$ cat src/rtl/lp_overcurrent_det.sv
module lp_overcurrent_det #(
  parameter int SAMPLE_W = 12,
  parameter int CNT_MAX  = 63
) (
  input  logic                clk,
  input  logic                rst_n,
  input  logic                enable,
  input  logic                tick,
  input  logic                cfg_we,
  input  logic [7:0]          cfg_wdata,
  output logic [7:0]          cfg_q,
  input  logic                smp_valid,
  input  logic [SAMPLE_W-1:0] smp_a,
  input  logic [SAMPLE_W-1:0] smp_b,
  input  logic [SAMPLE_W-1:0] smp_c,
  input  logic                irq_clr,
  output logic                irq0_n,
  output logic                irq1_n
);
  localparam int CNT_W = $clog2(CNT_MAX + 1);
  localparam int NPH   = 3;

  logic [2:0]                     thr_code;
  logic [4:0]                     win_code;
  logic [SAMPLE_W-1:0]            thr;
  logic [NPH-1:0][SAMPLE_W-1:0]   smp;
  logic [NPH-1:0]                 above, prev_q, rise, reach;
  logic [NPH-1:0][CNT_W-1:0]      cnt_q;
  logic [4:0]                     tcnt_q;
  logic                           win_end, hit;

  assign thr_code = cfg_q[2:0];
  assign win_code = cfg_q[7:3];
  assign thr      = SAMPLE_W'(thr_code) << (SAMPLE_W - 3);
  assign smp      = {smp_c, smp_b, smp_a};
  assign win_end  = enable && tick && (tcnt_q >= win_code);

  for (genvar i = 0; i < NPH; i++) begin : g_ph
    assign above[i] = smp[i] > thr;
    assign rise[i]  = smp_valid && above[i] && !prev_q[i];
    assign reach[i] = int'(cnt_q[i]) >= int'(win_code) + 1;
  end
  assign hit = |reach;

  always_ff @(posedge clk or negedge rst_n) begin
    if (!rst_n) cfg_q <= 8'h07;
    else if (cfg_we) cfg_q <= cfg_wdata;
  end

  always_ff @(posedge clk or negedge rst_n) begin
    if (!rst_n) tcnt_q <= '0;
    else if (!enable || win_end) tcnt_q <= '0;
    else if (tick) tcnt_q <= tcnt_q + 5'd1;
  end

  always_ff @(posedge clk or negedge rst_n) begin
    if (!rst_n) begin
      prev_q <= '0;
      cnt_q  <= '0;
    end else if (!enable) begin
      prev_q <= '0;
      cnt_q  <= '0;
    end else begin
      if (smp_valid) prev_q <= above;
      for (int i = 0; i < NPH; i++) begin
        if (rise[i]) begin
          if (win_end) cnt_q[i] <= CNT_W'(1);
          else if (int'(cnt_q[i]) < CNT_MAX) cnt_q[i] <= cnt_q[i] + CNT_W'(1);
        end else if (win_end) begin
          cnt_q[i] <= '0;
        end
      end
    end
  end

  always_ff @(posedge clk or negedge rst_n) begin
    if (!rst_n) begin
      irq0_n <= 1'b1;
      irq1_n <= 1'b1;
    end else begin
      if (irq_clr) begin
        irq0_n <= 1'b1;
        irq1_n <= 1'b1;
      end
      if (win_end) begin
        if (hit) irq1_n <= 1'b0;
        else     irq0_n <= 1'b0;
      end
    end
  end
endmodule

$ cat config.mk
export PLATFORM = sky130hd
export DESIGN_NAME = lp_overcurrent_det
export DESIGN_NICKNAME = d
export VERILOG_FILES = /design/src/rtl/lp_overcurrent_det.sv
export SDC_FILE = /design/constraint.sdc
export NUM_CORES = 1
export LEC_CHECK = 0
export BUFFER_PORTS_ARGS = -buffer_cell sky130_fd_sc_hd__buf_4
export CORE_MARGIN = 8
export CORE_UTILIZATION = 32
export CTS_CLUSTER_DIAMETER = 80
export CTS_CLUSTER_SIZE = 25
export DETAILED_ROUTE_END_ITERATION = 16
export PLACE_DENSITY = 0.59
export SYNTH_ARGS = -nofsm -noshare
export SYNTH_HDL_FRONTEND = slang
export SYNTH_SLANG_ARGS = --single-unit
$ cat constraint.sdc
create_clock -name clk -period 3.04 [get_ports clk]
set_clock_uncertainty 0.15 [all_clocks]
set_input_delay 0.912 -clock clk [delete_from_list [all_inputs] [get_ports clk]]
set_output_delay 0.912 -clock clk [all_outputs]
set_load 0.05 [all_outputs]
# Word level (Yosys, flattened, before mapping)
# Index checks and enable logic that the tools add are counted.
# op_classes
n_mul	0
reduce_logical	18
mux	21
div	0
n_addsub	5
order_cmp	10
shifts	0
n_eq_ne	7
bitwise_logic	0
# op_table
cell	count
greater-or-equal comparator 7 x 32 -> 1 bit	2
two-way mux 6 bit	10
greater-than comparator 12 bit	3
adder 6 x 1 -> 6 bit, second input constant	3
less-than comparator 6 bit, second input constant	3
two-way mux 18 bit	1
inequality test 3 x 1 -> 1 bit, second input constant	6
two-way mux 5 bit	2
logical AND 1 bit	8
adder 5 x 1 -> 6 bit, second input constant	1
greater-or-equal comparator 6 bit	1
two-way mux 1 bit	6
two-way mux 3 bit	2
AND reduction 2 bit	3
adder 5 x 1 -> 5 bit, second input constant	1
greater-or-equal comparator 5 bit	1
logical NOT 1 bit	4
OR reduction 3 bit	1
inequality test 2 x 1 -> 1 bit, second input constant	1
nonzero test 2 bit	1
logical OR 1 bit	1
# word_totals
mem_bits_ro	0
regBits	36
input_bits	51
ram_bits	0
word_cells	69
n_memories	0
latchBits	0
out_inout_bits	10

# Logic depth before layout (Yosys ltp)
# Gate-level depths: netlist (run 1).
# logic_depth
depth_word	5
mapped_depth	8
ltp_nobuf	8

# Worst setup path before layout (run 1)
# OpenSTA, ideal clock, no wires.
# synth_timing
path_type	input-to-reg
start	in smp_c[9]
end	reg cnt_q[12] in the netlist's numbering
path_stages	8
t_required_ns	2.765
setup_ns	0.125
arrival_ns	2.329
setup_slack_ns	0.436
n_path_buf	0
cell_sequence	inv_1 > ha_1 > nor4b_1 > nand3_1 > o211ai_1 > or3_1 > nand2b_4 > mux2_4
# synth_via
elab_chain_len	5
elab_cells_between_ends	7
cone_classes	1 x order compare; 1 x eq/ne; 2 x mux; 3 x reduce/logical
# synth_lines
element	line_no	text
from (decl)	15	input logic [SAMPLE_W-1:0] smp_c,
greater-than comparator 12 bit (*)	39	assign above[i] = smp[i] > thr;
logical AND 1 bit (*) (2 in series)	40	assign rise[i] = smp_valid && above[i] && !prev_q[i];
inequality test 3 x 1 -> 1 bit (no source line) / two-way mux 6 bit (equally long branches)	n/a	
AND reduction 2 bit (no source line) / two-way mux 18 bit (equally long branches)	n/a	
to (signal assigned)	59	cnt_q <= '0;
to (signal assigned)	62	cnt_q <= '0;
to (signal, indexed assignment)	67	if (win_end) cnt_q[i] <= CNT_W'(1);
to (decl)	28	logic [NPH-1:0][CNT_W-1:0] cnt_q;
# Every way passes the cells marked *; elsewhere a longest branch is shown, timed or not.
# A chain may end at the register's enable or synchronous reset.

# Final worst setup path (run 1)
# layout_timing
start	in smp_a[10]
end	reg cnt_q[0] in the netlist's numbering
# layout_via
elab_chain_len	5
elab_cells_between_ends	7
cone_classes	1 x order compare; 1 x eq/ne; 2 x mux; 3 x reduce/logical
# layout_lines
element	line_no	text
from (decl)	13	input logic [SAMPLE_W-1:0] smp_a,
greater-than comparator 12 bit (*)	39	
logical AND 1 bit (*) (2 in series)	40	
inequality test 3 x 1 -> 1 bit (no source line) / two-way mux 6 bit (equally long branches)	n/a	
AND reduction 2 bit (no source line) / two-way mux 18 bit (equally long branches)	n/a	
# Marks and branches as above.

==> results of run 1 <==
kinds of logic (layout without fill, tap and decap cells):
family | count (synthesis) | in the layout | share of synthesized area [%]
simple gates | 99 | 99 | 20.0
compound gates | 68 | 68 | 18.5
fa+ha+maj | 30 | 30 | 14.5
xor+xnor | 11 | 11 | 4.36
buf+inv | 25 | 91 | 3.68
flops | 36 | 36 | 35.5
mux | 8 | 8 | 3.43
power by group:
group | internal (mW) | switching (mW) | leakage, nW
logic | 0.156 | 0.188 | 1.02
clock network | 0.161 | 0.173 | 0.0422
registers | 0.506 | 0.0263 | 0.472
how the worst max path moves through the flow:
stage | start | to | cells after the start
6_report | smp_a[10] | cnt_q[0]$_DFFE_PN0P_ | 8
5_1_grt | smp_a[10] | cnt_q[0]$_DFFE_PN0P_ | 8
4_1_cts | smp_a[10] | cnt_q[0]$_DFFE_PN0P_ | 8
3_5_place_dp | smp_a[10] | cnt_q[0]$_DFFE_PN0P_ | 8
3_3_place_gp | smp_a[10] | cnt_q[0]$_DFFE_PN0P_ | 8
2_1_floorplan | smp_c[9] | cnt_q[12]$_DFFE_PN0P_ | 8
registers in the layout, indices dropped and copies added (netlist names):
signal	count
irq0_n	1
cfg_q	8
tcnt_q	5
prev_q	3
irq1_n	1
cnt_q	18
layout by cell type, fill, tap and decap left out, types with 6 or more instances in the layout:
cell	netlist	final
nand2b_1	9	9
buf_4	0	62
a21oi_1	11	11
o21ai_0	12	12
xor2_1	6	6
nand2_1	18	18
a31oi_1	8	8
nor2_1	24	24
ha_1	28	28
inv_1	20	20
nand3_1	17	17
dfrtp_1	31	31
per-stage QoR:
| step | total power [mW] | instances |
|---|---|---|
| after floorplan | 0.757 | 277 |
| after global placement | 0.882 | 437 |
| after detailed placement | 0.887 | 437 |
| after CTS | 1.23 | 445 |
| after global routing | 1.29 | 445 |
| final | 1.21 | 445 |
per-layer routing:
layer  global-route usage [%]  part of all wire (%)  vias to the layer above
met4                     2.14                  0.70                        0
met5                        0                     0                        -
met2                     18.3                    44                       74
met3                     4.69                   8.6                        6
met1                     14.6                    47                     1015
li1                         -                     -                     1153
area by class of cell:
| cell class | instances | share of cell area, % |
|---|---|---|
| timing repair buffer | 62 | 14.5 |
| clock inverter | 1 | 0.156 |
| clock buffer | 7 | 2.38 |
| sequential | 36 | 28.2 |
| inverter | 21 | 2.45 |
| tap | 102 | 3.97 |
| multi-input combinational | 216 | 48.3 |
critical path, cell delays in order:
cell and delay [ps]:
buf_4 110, ha_1 270, nor2b_1 130, o21a_1 170
o2111ai_1 540, a31oi_1 150, nor2_1 150, mux2i_1 190
cell usage after synthesis, drive strengths merged (4+ instances only):
master,instances,area share [%]
ha,28,14
a211oi,6,2.0
clkbuf,4,0.59
inv,21,3.1
xnor2,5,2.3
nor4,4,0.98
nor3,4,0.78
a21o,5,1.5
xor2,6,2.1
nor2,24,3.5
nand2,18,2.6
mux2i,5,2.0
nor2b,5,1.2
a21oi,11,2.2
nand4,4,0.98
dfrtp,31,30
o21ai,13,2.5
dfstp,5,5.1
o2111ai,4,1.4
o211ai,4,1.2
a31oi,8,2.0
and3,5,1.2
nand3,17,3.3
nand2b,10,2.7
==> qor.txt, run 1 <==
largest net degree at the start of global routing -> 37
CP Launch Type -> input port
Reg2Reg Capture Point -> cnt_q[0]$_DFFE_PN0P_
maximum VDD drop -> 0.173 mV
post-placement cell area -> 3130 um^2
Die Area -> 11,100 um^2
# resized after CTS -> 0
RSZ-0062 raised after global routing -> false
Rel. slew slack -> 57.0%
Final period util -> 84.0%
setup bufs post-CTS -> 0
synthesized area per cell -> 9.21 um^2
HP Start -> irq0_n$_DFF_PN1_
HP Class -> flip-flop to flip-flop
Hold WS -> 346 ps
Die Y -> 105 um
required time of the critical path -> 3100 ps
ys async rst share -> 100%
Antenna Nets Post-Route -> 0
Final setup viols -> 0
vias in the first global route -> 2,274
leakage -> 1.53 nW
Fin Setup TNS -> 0 ps
Max clock buf depth -> 2
DR vias/cell -> 5.05
Post-Syn Nets -> 356
Reg area -> 907 um^2
TritonCTS clock tree -> yes
DR vias -> 2,248
Yosys reg bits -> 36
final core occ -> 41.6%
cell count after synthesis -> 277
Initial DRT Pass Iterations -> 4
PnR worst setup slack -> 486 ps
ys flop type -> dfrtp_1
drt total wl -> 6.32 mm
Die Wd -> 105 um
I/O Pins -> 61
CTS clk-pin slew, worst paths -> 70 ps
# fillers -> 771
TritonCTS Buffers -> 5
core area -> 7730 um^2
Skew-Pair Late Insertion Delay -> 290 ps
first-pass GRT wire length -> 10.8 mm
Crit Path Class -> input port to flip-flop
DR WL/cell -> 14.2 um
area grow syn2layout -> 25.8%
CP arrival -> 2620 ps
Worst Tran Pin Value -> 644 ps
Cell variety after synth -> 48
std cell rows -> 32
WHS Path Cells -> 2
design area -> 3210 um^2
initial antenna violation count -> 0
1st-iter DRT viols -> 101
worst min-delay path endpoint -> irq0_n$_DFF_PN1_
outcome -> finished, final reports clean
Max Transition Viols Final -> 0
Worst Setup End Kind -> flip-flop
Num Clock Sinks -> 36
hold_buf cts -> 0
share of layout cells above drive strength 1 -> 23.9%
Post-DP HPWL -> 5.07 mm
Syn. warnings -> 0
Initial Utilization -> 33.0%
I/O Buffers -> 60
Inserted Diodes -> 0
MaxCap Viol Count -> 0
R2R depth -> 8
peak fanout along the critical path -> 7
sequential area share after synthesis -> 35.5%
CTS root buffer -> clkbuf_8
Final min period -> 2550 ps
# nets final -> 421
drt drc -> 0
post-synthesis cell area -> 2550 um^2
EDFF count, synth -> 0
area of the multi-input gates -> 1550 um^2
DP Worst Slack -> 174 ps
R2R setup slack -> 560 ps
reg2reg start -> cfg_q[1]$_DFFE_PN1P_
htree depth -> 2
gr ovfl total -> 0
gpl congestion -> 0.797
final hold violations -> 0
Peak Freq -> 0.391 GHz
Tot GR Track Use -> 11.6%
power per cell area -> 377 nW/um^2
Note: power is estimated with default switching activity, not from simulation.
==> inputs of run 2 (changes only) <==
--- a/config.mk
+++ b/config.mk
@@ -5,13 +5,14 @@
 export SDC_FILE = /design/constraint.sdc
 export NUM_CORES = 1
 export LEC_CHECK = 0
+export ABC_AREA = 1
 export BUFFER_PORTS_ARGS = -buffer_cell sky130_fd_sc_hd__buf_4
 export CORE_MARGIN = 8
 export CORE_UTILIZATION = 32
 export CTS_CLUSTER_DIAMETER = 80
 export CTS_CLUSTER_SIZE = 25
 export DETAILED_ROUTE_END_ITERATION = 16
-export PLACE_DENSITY = 0.59
+export PLACE_DENSITY = 0.61
 export SYNTH_ARGS = -nofsm -noshare
 export SYNTH_HDL_FRONTEND = slang
 export SYNTH_SLANG_ARGS = --single-unit
==> constraint.sdc (replaced) <==
create_clock -name clk -period 2.2 [get_ports clk]
set_clock_uncertainty 0.15 [all_clocks]
set_input_delay 0.66 -clock clk [delete_from_list [all_inputs] [get_ports clk]]
set_output_delay 0.66 -clock clk [all_outputs]
set_load 0.05 [all_outputs]
==> run 2 against run 1 <==
Compared with the run above: final cell count is 29% higher; first-iteration DRC count is 5.9% lower; die area is 9.4% higher; synthesized cell count is 40% higher; clock-buffer cell count is 2 lower; via count is 23% higher; critical endpoint is now cnt_q[9]$_DFFE_PN0P_; global-route usage is 2.0 points higher.
==> qor.txt, run 2 <==
DR vias -> 2,758 (was 2,248)
synthesized area per cell -> 7.31 um^2 (was 9.21 um^2)
sw frac -> 31.1% (was 32.0%)
Final Non-Filler Cells -> 572 (was 445)
Skew-Pair Late Insertion Delay -> 300 ps (was 290 ps)
Cell variety after synth -> 37 (was 48)
Synth top cells by count -> 97 x nand2_1, 55 x inv_1, 41 x nand3_1, 31 x dfrtp_1, 28 x ha_1 (was 31 x dfrtp_1, 28 x ha_1, 24 x nor2_1, 20 x inv_1, 18 x nand2_1)
TritonCTS clock tree -> yes (unchanged)
Max Transition Viols Final -> 0 (unchanged)
CP arrival -> 2210 ps (was 2620 ps)
cell count after synthesis -> 388 (was 277)
design area -> 3740 um^2 (was 3210 um^2)
ys async rst share -> 100% (unchanged)
Inserted Diodes -> 0 (unchanged)
I/O Buffers -> 60 (unchanged)
most common cell after layout, fill and taps aside -> nand2_1 (was buf_4)
leakage -> 1.88 nW (was 1.53 nW)
outcome -> finished, final reports clean (unchanged)
required time of the critical path -> 2240 ps (was 3100 ps)
RSZ-0062 raised after global routing -> true (was false)
Yosys reg bits -> 36 (unchanged)
gr ovfl total -> 0 (unchanged)
drt total wl -> 7.94 mm (was 6.32 mm)
Final period util -> 98.8%
hold_buf cts -> 0 (unchanged)
Area contributors post-synth -> dfrtp_1 27%, nand2_1 13%, ha_1 12%, inv_1 7.3%, nand3_1 7.2% (was dfrtp_1 30%, ha_1 14%, dfstp_2 5.1%, nor2_1 3.5%, nand3_1 3.3%)
Die Area -> 12,100 um^2 (was 11,100 um^2)
std cell rows -> 34 (was 32)
Worst Tran Pin Value -> 473 ps (was 644 ps)
htree depth -> 2 (unchanged)
placed insts -> 563 (was 437)
# fillers -> 898 (was 771)
Initial Utilization -> 32.7% (was 33.0%)
Reg with most FFs -> cnt_q (unchanged)
ys flop type -> dfrtp_1 (unchanged)
number of flip-flops in the largest register -> 18 (unchanged)
fraction of the mapped netlist area in adder cells -> 12.4% (was 14.5%)
vias in the first global route -> 2,809 (was 2,274)
CTS root buffer -> clkbuf_8 (unchanged)
Switch Pwr -> 0.698 mW (was 0.387 mW)
peak fanout along the critical path -> 7 (unchanged)
Final setup viols -> 0 (unchanged)
clock power share -> 36.9% (was 27.6%)
CP Launch Type -> flip-flop (was input port)
most frequent cells in the layout -> 89 x nand2_1, 72 x buf_4, 52 x inv_1 (was 62 x buf_4, 31 x dfrtp_1, 28 x ha_1)
EDFF count, synth -> 0 (unchanged)
Compound-Gate Fraction of Synth Area -> 7.54% (was 18.5%)
largest area contributor in the netlist -> dfrtp_1 (unchanged)
largest registers -> cnt_q x18, cfg_q x8, tcnt_q x5 (unchanged)
Max clock buf depth -> 2 (unchanged)
DR vias/cell -> 4.82 (was 5.05)
sequential share of power -> 34.1% (was 44.0%)
DR WL/cell -> 13.9 um (was 14.2 um)
most common cell in the netlist -> nand2_1 (was dfrtp_1)
xor/xnor share of the synthesized area -> 2.78% (was 4.36%)
post-placement cell area -> 3480 um^2 (was 3130 um^2)
MaxCap Viol Count -> 0 (unchanged)
Post-Synth Simple-Gate Area -> 36.1% (was 20.0%)
Tot GR Track Use -> 13.6% (was 11.6%)
Rel. slew slack -> 68.5% (was 57.0%)
Die Y -> 110 um (was 105 um)
Post-Syn Nets -> 467 (was 356)
main combinational cell family by area after synthesis -> simple AND/OR/NAND/NOR gates (unchanged)
Worst Setup End Kind -> flip-flop (unchanged)
Logic pwr share -> 29.0% (was 28.4%)
HP Class -> input port to async pin (was flip-flop to flip-flop)
I/O Pins -> 61 (unchanged)
share of the synthesized area in the top cell type -> 27.3% (was 30.4%)
post-synthesis cell area -> 2840 um^2 (was 2550 um^2)
mux cell area share after synthesis -> 0.397% (was 3.43%)
Num Clock Sinks -> 36 (unchanged)
internal power -> 1.55 mW (was 0.822 mW)
CTS clk-pin slew, worst paths -> 80 ps (was 70 ps)
Die Wd -> 110 um (was 105 um)
1st-iter DRT viols -> 95 (was 101)
Peak Freq -> 0.460 GHz
TritonCTS Buffers -> 5 (unchanged)
Initial DRT Pass Iterations -> 4 (unchanged)
area grow syn2layout -> 31.8% (was 25.8%)
final hold violations -> 0 (unchanged)
gpl congestion -> 0.830 (was 0.797)
Antenna Nets Post-Route -> 0 (unchanged)
Syn. warnings -> 0 (unchanged)
power per cell area -> 601 nW/um^2 (was 377 nW/um^2)
drt drc -> 0 (unchanged)
core area -> 8680 um^2 (was 7730 um^2)
initial antenna violation count -> 0 (unchanged)
# nets final -> 542 (was 421)
largest net degree at the start of global routing -> 37 (unchanged)
first-pass GRT wire length -> 13.0 mm (was 10.8 mm)
Final min period -> 2170 ps
share of layout cells above drive strength 1 -> 29.5% (was 23.9%)
Post-DP HPWL -> 6.30 mm (was 5.07 mm)
sequential area share after synthesis -> 32.0% (was 35.5%)
maximum VDD drop -> 0.300 mV (was 0.173 mV)
Crit Path Class -> flip-flop to flip-flop (was input port to flip-flop)
run 2: power by group through the flow:
stage	clock network [mW]	registers, mW	logic, mW
global route	0.874	0.773	0.737
finish	0.828	0.765	0.651
global placement	0	0.775	0.607
detailed placement	0	0.777	0.626
floorplan	0	0.828	0.340
CTS	0.846	0.764	0.628
run 2: through the flow:
step	power, mW	utilization (%)	setup TNS, ps	hold slack, ps	worst slack [ps]
floorplan	1.17	-	-8.27	214	-8.27
global placement	1.38	40.1	-1100	357	-93.0
detailed placement	1.40	40.1	-1580	358	-142
CTS	2.24	41.9	0	184	17.7
global route	2.38	43.1	-1250	205	-148
finish	2.24	43.1	0	166	25.7
run 2: cell type report:
class                           instances  area, um^2  area share (%)
Clock inverter                          3        90.1            2.41
Multi-Input combinational cell        289        1760            47.2
Timing Repair Buffer                   72         541            14.5
Sequential cell                        36         913            24.4
Clock buffer                            5        68.8            1.84
Inverter                               59         226            6.06
Tap cell                              108         135            3.62
run 2: critical path, stage by stage, from the launching register on:
cell     delay [ps]
dfstp_2         560
inv_4            50
ha_4            260
nand2_2          50
or2_0           210
a21oi_1         130
nand2_1         120
nor2_4          180
nand2_2          80
nand2_4         100
inv_4            60
nand2_1          50
nand2_1          50
run 2: kinds of logic (layout without fill, tap and decap cells):
family,count (synthesis),after routing
and+or+nand+nor,212,212
AOI/OAI and AO/OA,39,39
buffers and inverters,63,139
xor gates and xnor gates,9,9
muxes,1,1
DFF,36,36
adders and majority gates,28,28
run 2: layer usage:
layer,track usage [%],part of all wire (%)
met4,3.14,0.65
met3,2.62,3.7
met5,0,0
met1,16.3,44
met2,24.5,52
run 2: worst paths after layout:
path | endpoint | slack, ps | cells past startpoint | startpoint
setup reg to reg | cnt_q[9]$_DFFE_PN0P_ | 30 | 12 | cfg_q[2]$_DFFE_PN1P_
min in group clk | irq1_n$_DFF_PN1_ | 370 | 2 | irq1_n$_DFF_PN1_
hold reg to reg | irq1_n$_DFF_PN1_ | 370 | 2 | irq1_n$_DFF_PN1_
hold / removal | cnt_q[6]$_DFFE_PN0P_ | 170 | 1 | rst_n
setup / recovery | cnt_q[9]$_DFFE_PN0P_ | 30 | 12 | cfg_q[2]$_DFFE_PN1P_
max in group asynchronous | cfg_q[6]$_DFFE_PN0P_ | 1380 | 1 | rst_n
run 2: repair_timing:
item                                    4_1_cts  5_1_grt
endpoints found under the setup margin        0       18
buffers inserted                              0        1
gates resized for setup                       0       25
==> inputs of run 3 (changes only) <==
--- a/config.mk
+++ b/config.mk
@@ -8,11 +8,11 @@
 export ABC_AREA = 1
 export BUFFER_PORTS_ARGS = -buffer_cell sky130_fd_sc_hd__buf_4
 export CORE_MARGIN = 8
-export CORE_UTILIZATION = 32
+export CORE_UTILIZATION = 50
 export CTS_CLUSTER_DIAMETER = 80
 export CTS_CLUSTER_SIZE = 25
 export DETAILED_ROUTE_END_ITERATION = 16
-export PLACE_DENSITY = 0.61
+export PLACE_DENSITY = 0.84
 export SYNTH_ARGS = -nofsm -noshare
 export SYNTH_HDL_FRONTEND = slang
 export SYNTH_SLANG_ARGS = --single-unit
==> run 3 against run 2 <==
Compared with the run above: routed wire length down 7.3%; first-iteration DRC count up 9.5%; critical path depth unchanged; core utilization up 23 points; die area down 31%; power down 15%; combinational power down 1%; clock-buffer cell count up 1; worst hold slack worse by 15 ps; clock power down 39%; global-route usage up 3.7 points; via count up 1.1%; critical endpoint unchanged.
==> qor.txt, run 3 (same netlist as run 2, synthesis figures left out) <==
Initial DRT Pass Iterations -> 5 (was 4)
CTS clk-pin slew, worst paths -> 80 ps (about the same)
Skew-Pair Late Insertion Delay -> 300 ps (about the same)
Hold WS -> 152 ps (was 166 ps)
DR vias -> 2,789 (was 2,758)
number of flip-flops in the largest register -> 18 (unchanged)
# nets final -> 541 (was 542)
hold_buf cts -> 0 (unchanged)
Rel. slew slack -> 69.3% (was 68.5%)
Die Y -> 91.3 um (was 110 um)
DR vias/cell -> 5.21 (was 4.82)
RSZ-0062 raised after global routing -> true (unchanged)
Max Transition Viols Final -> 0 (unchanged)
Final setup viols -> 0 (unchanged)
largest net degree at the start of global routing -> 37 (unchanged)
TritonCTS Buffers -> 5 (unchanged)
Die Wd -> 91.3 um (was 110 um)
area of the multi-input gates -> 1750 um^2 (was 1760 um^2)
Post-DP HPWL -> 5.70 mm (was 6.30 mm)
required time of the critical path -> 2240 ps (about the same)
MaxCap Viol Count -> 0 (unchanged)
Initial Utilization -> 51.5% (was 32.7%)
Tot GR Track Use -> 17.3% (was 13.6%)
reg2reg start -> cfg_q[2]$_DFFE_PN1P_ (unchanged)
met2 WL post-DR -> 3.55 mm (was 4.12 mm)
sequential share of power -> 40.0% (was 34.1%)
drt drc -> 0 (unchanged)
drt total wl -> 7.36 mm (was 7.94 mm)
Top cell by count, worst path -> nand2_1 (unchanged)
peak fanout along the critical path -> 7 (unchanged)
maximum VDD drop -> 0.310 mV (was 0.300 mV)
most common cell after layout, fill and taps aside -> nand2_1 (unchanged)
htree depth -> 2 (unchanged)
TritonCTS clock tree -> yes (unchanged)
std cell rows -> 27 (was 34)
vias in the first global route -> 2,786 (was 2,809)
CP max stage delay -> 560 ps (about the same)
outcome -> finished, final reports clean (unchanged)
Worst Setup End Kind -> flip-flop (unchanged)
Power, Total -> 1.92 mW (was 2.24 mW)
gpl congestion -> 0.907 (was 0.830)
final core occ -> 65.6% (was 43.1%)
first-pass GRT wire length -> 12.0 mm (was 13.0 mm)
HP Class -> input port to async pin (unchanged)
top sig layer -> met4 (unchanged)
CP max-delay cell -> dfstp_2 (unchanged)
Final period util -> 96.9% (was 98.8%)
R2R setup slack -> 70 ps (was 30 ps)
share of layout cells above drive strength 1 -> 27.9% (was 29.5%)
Antenna Nets Post-Route -> 0 (unchanged)
leakage -> 1.85 nW (was 1.88 nW)
Max clock buf depth -> 2 (unchanged)
most frequent cells in the layout -> 95 x nand2_1, 70 x buf_4, 51 x inv_1 (was 89 x nand2_1, 72 x buf_4, 52 x inv_1)
# fillers -> 472 (was 898)
Die Area -> 8340 um^2 (was 12,100 um^2)
gr ovfl total -> 0 (unchanged)
CTS root buffer -> clkbuf_8 (unchanged)
R2R depth -> 12 (unchanged)
cell breakdown of the critical path -> inv_4 -> ha_4 -> nand2_2 -> or2_0 -> a21oi_1 -> nand2_1 -> nor2_4 -> nand2_2 -> nand2_4 -> inv_4 -> nand2_1 -> nand2_1 (unchanged)
I/O Pins -> 61 (unchanged)
internal power -> 1.23 mW (was 1.55 mW)
CP Launch Type -> flip-flop (unchanged)
sw frac -> 35.8% (was 31.1%)
Met1 Wirelength -> 3.14 mm (was 3.47 mm)
final hold violations -> 0 (unchanged)
CP arrival -> 2170 ps (was 2210 ps)
Logic pwr share -> 33.5% (was 29.0%)
largest registers -> cnt_q x18, cfg_q x8, tcnt_q x5 (unchanged)
placed insts -> 521 (was 563)
Crit Path Class -> flip-flop to flip-flop (unchanged)
Inserted Diodes -> 0 (unchanged)
Final min period -> 2130 ps (was 2170 ps)
DR WL/cell -> 13.8 um (was 13.9 um)
clock power share -> 26.5% (was 36.9%)
Worst Tran Pin Value -> 461 ps (was 473 ps)
area grow syn2layout -> 27.3% (was 31.8%)
Final Non-Filler Cells -> 535 (was 572)
power per cell area -> 531 nW/um^2 (was 601 nW/um^2)
Peak Freq -> 0.469 GHz (was 0.460 GHz)
core area -> 5510 um^2 (was 8680 um^2)
Switch Pwr -> 0.686 mW (was 0.698 mW)
DR WL met3 -> 523 um (was 295 um)
Reg2Reg Capture Point -> cnt_q[9]$_DFFE_PN0P_ (unchanged)
I/O Buffers -> 60 (unchanged)
Num Clock Sinks -> 36 (unchanged)
1st-iter DRT viols -> 104 (was 95)
Reg area -> 913 um^2 (unchanged)
Reg with most FFs -> cnt_q (unchanged)
initial antenna violation count -> 0 (unchanged)
run 3: cell count changes in the layout (fill, tap and decap cells not counted), sizes merged:
cell / previous run / this run
bufinv: 3 / 0
clkinv: 0 / 3
buf: 72 / 71
clkbuf: 5 / 6
inv: 59 / 58
run 3: worst max path at each step:
stage / cells past startpoint / slack [ps] / endpoint / from
after floorplan: 9 / -8 / cnt_q[3]$_DFFE_PN0P_ / cfg_q[2]$_DFFE_PN1P_
after global placement: 12 / -60 / cnt_q[7]$_DFFE_PN0P_ / smp_b[11]
after detailed placement: 12 / -130 / cnt_q[6]$_DFFE_PN0P_ / smp_b[11]
after CTS: 12 / 30 / cnt_q[6]$_DFFE_PN0P_ / cfg_q[2]$_DFFE_PN1P_
after global routing: 12 / -60 / irq0_n$_DFF_PN1_ / cfg_q[3]$_DFFE_PN0P_
final: 12 / 70 / cnt_q[9]$_DFFE_PN0P_ / cfg_q[2]$_DFFE_PN1P_
run 3: layout make-up:
type,instances,share of cell area [%]
clock inverter,2,0.277
tap,72,2.49
sequential,36,25.3
inverter,59,6.41
clock buffer,6,2.29
timing repair buffer,71,14.9
multi-input combinational,289,48.4
run 3: stage by stage:
stage,setup slack (ps),area (um^2),setup TNS [ps]
CTS,28.8,3480,0
detailed placement,-125,3390,-1220
finish,67.2,3610,0
global placement,-57.0,3390,-426
global route,-62.9,3610,-143
floorplan,-8.27,2840,-8.27
run 3: power groups by stage:
stage,registers [mW],logic (mW),clock network [mW]
2_1_floorplan,0.828,0.340,0
3_3_place_gp,0.777,0.573,0
3_5_place_dp,0.780,0.596,0
4_1_cts,0.767,0.600,0.509
5_1_grt,0.775,0.725,0.532
6_report,0.767,0.642,0.507
run 3: worst max-delay path, delay by kind of cell, from the launching register on:
kind,cells,cell delay (ps)
and+or+nand+nor,8,800
DFF,1,560
adders and majority gates,1,260
AOI/OAI and AO/OA,1,130
buffers and inverters,2,110
run 3: routing by layer:
layer | GRT usage (%) | up-vias
met5 | 0 | -
met1 | 19.6 | 1263
met3 | 4.86 | 12
met4 | 6.00 | 0
li1 | - | 1420
met2 | 30.6 | 94
run 3: repair_timing:
action,CTS,global route
setup endpoints to repair,0,16
buffers inserted,0,6
gates resized for setup,0,22
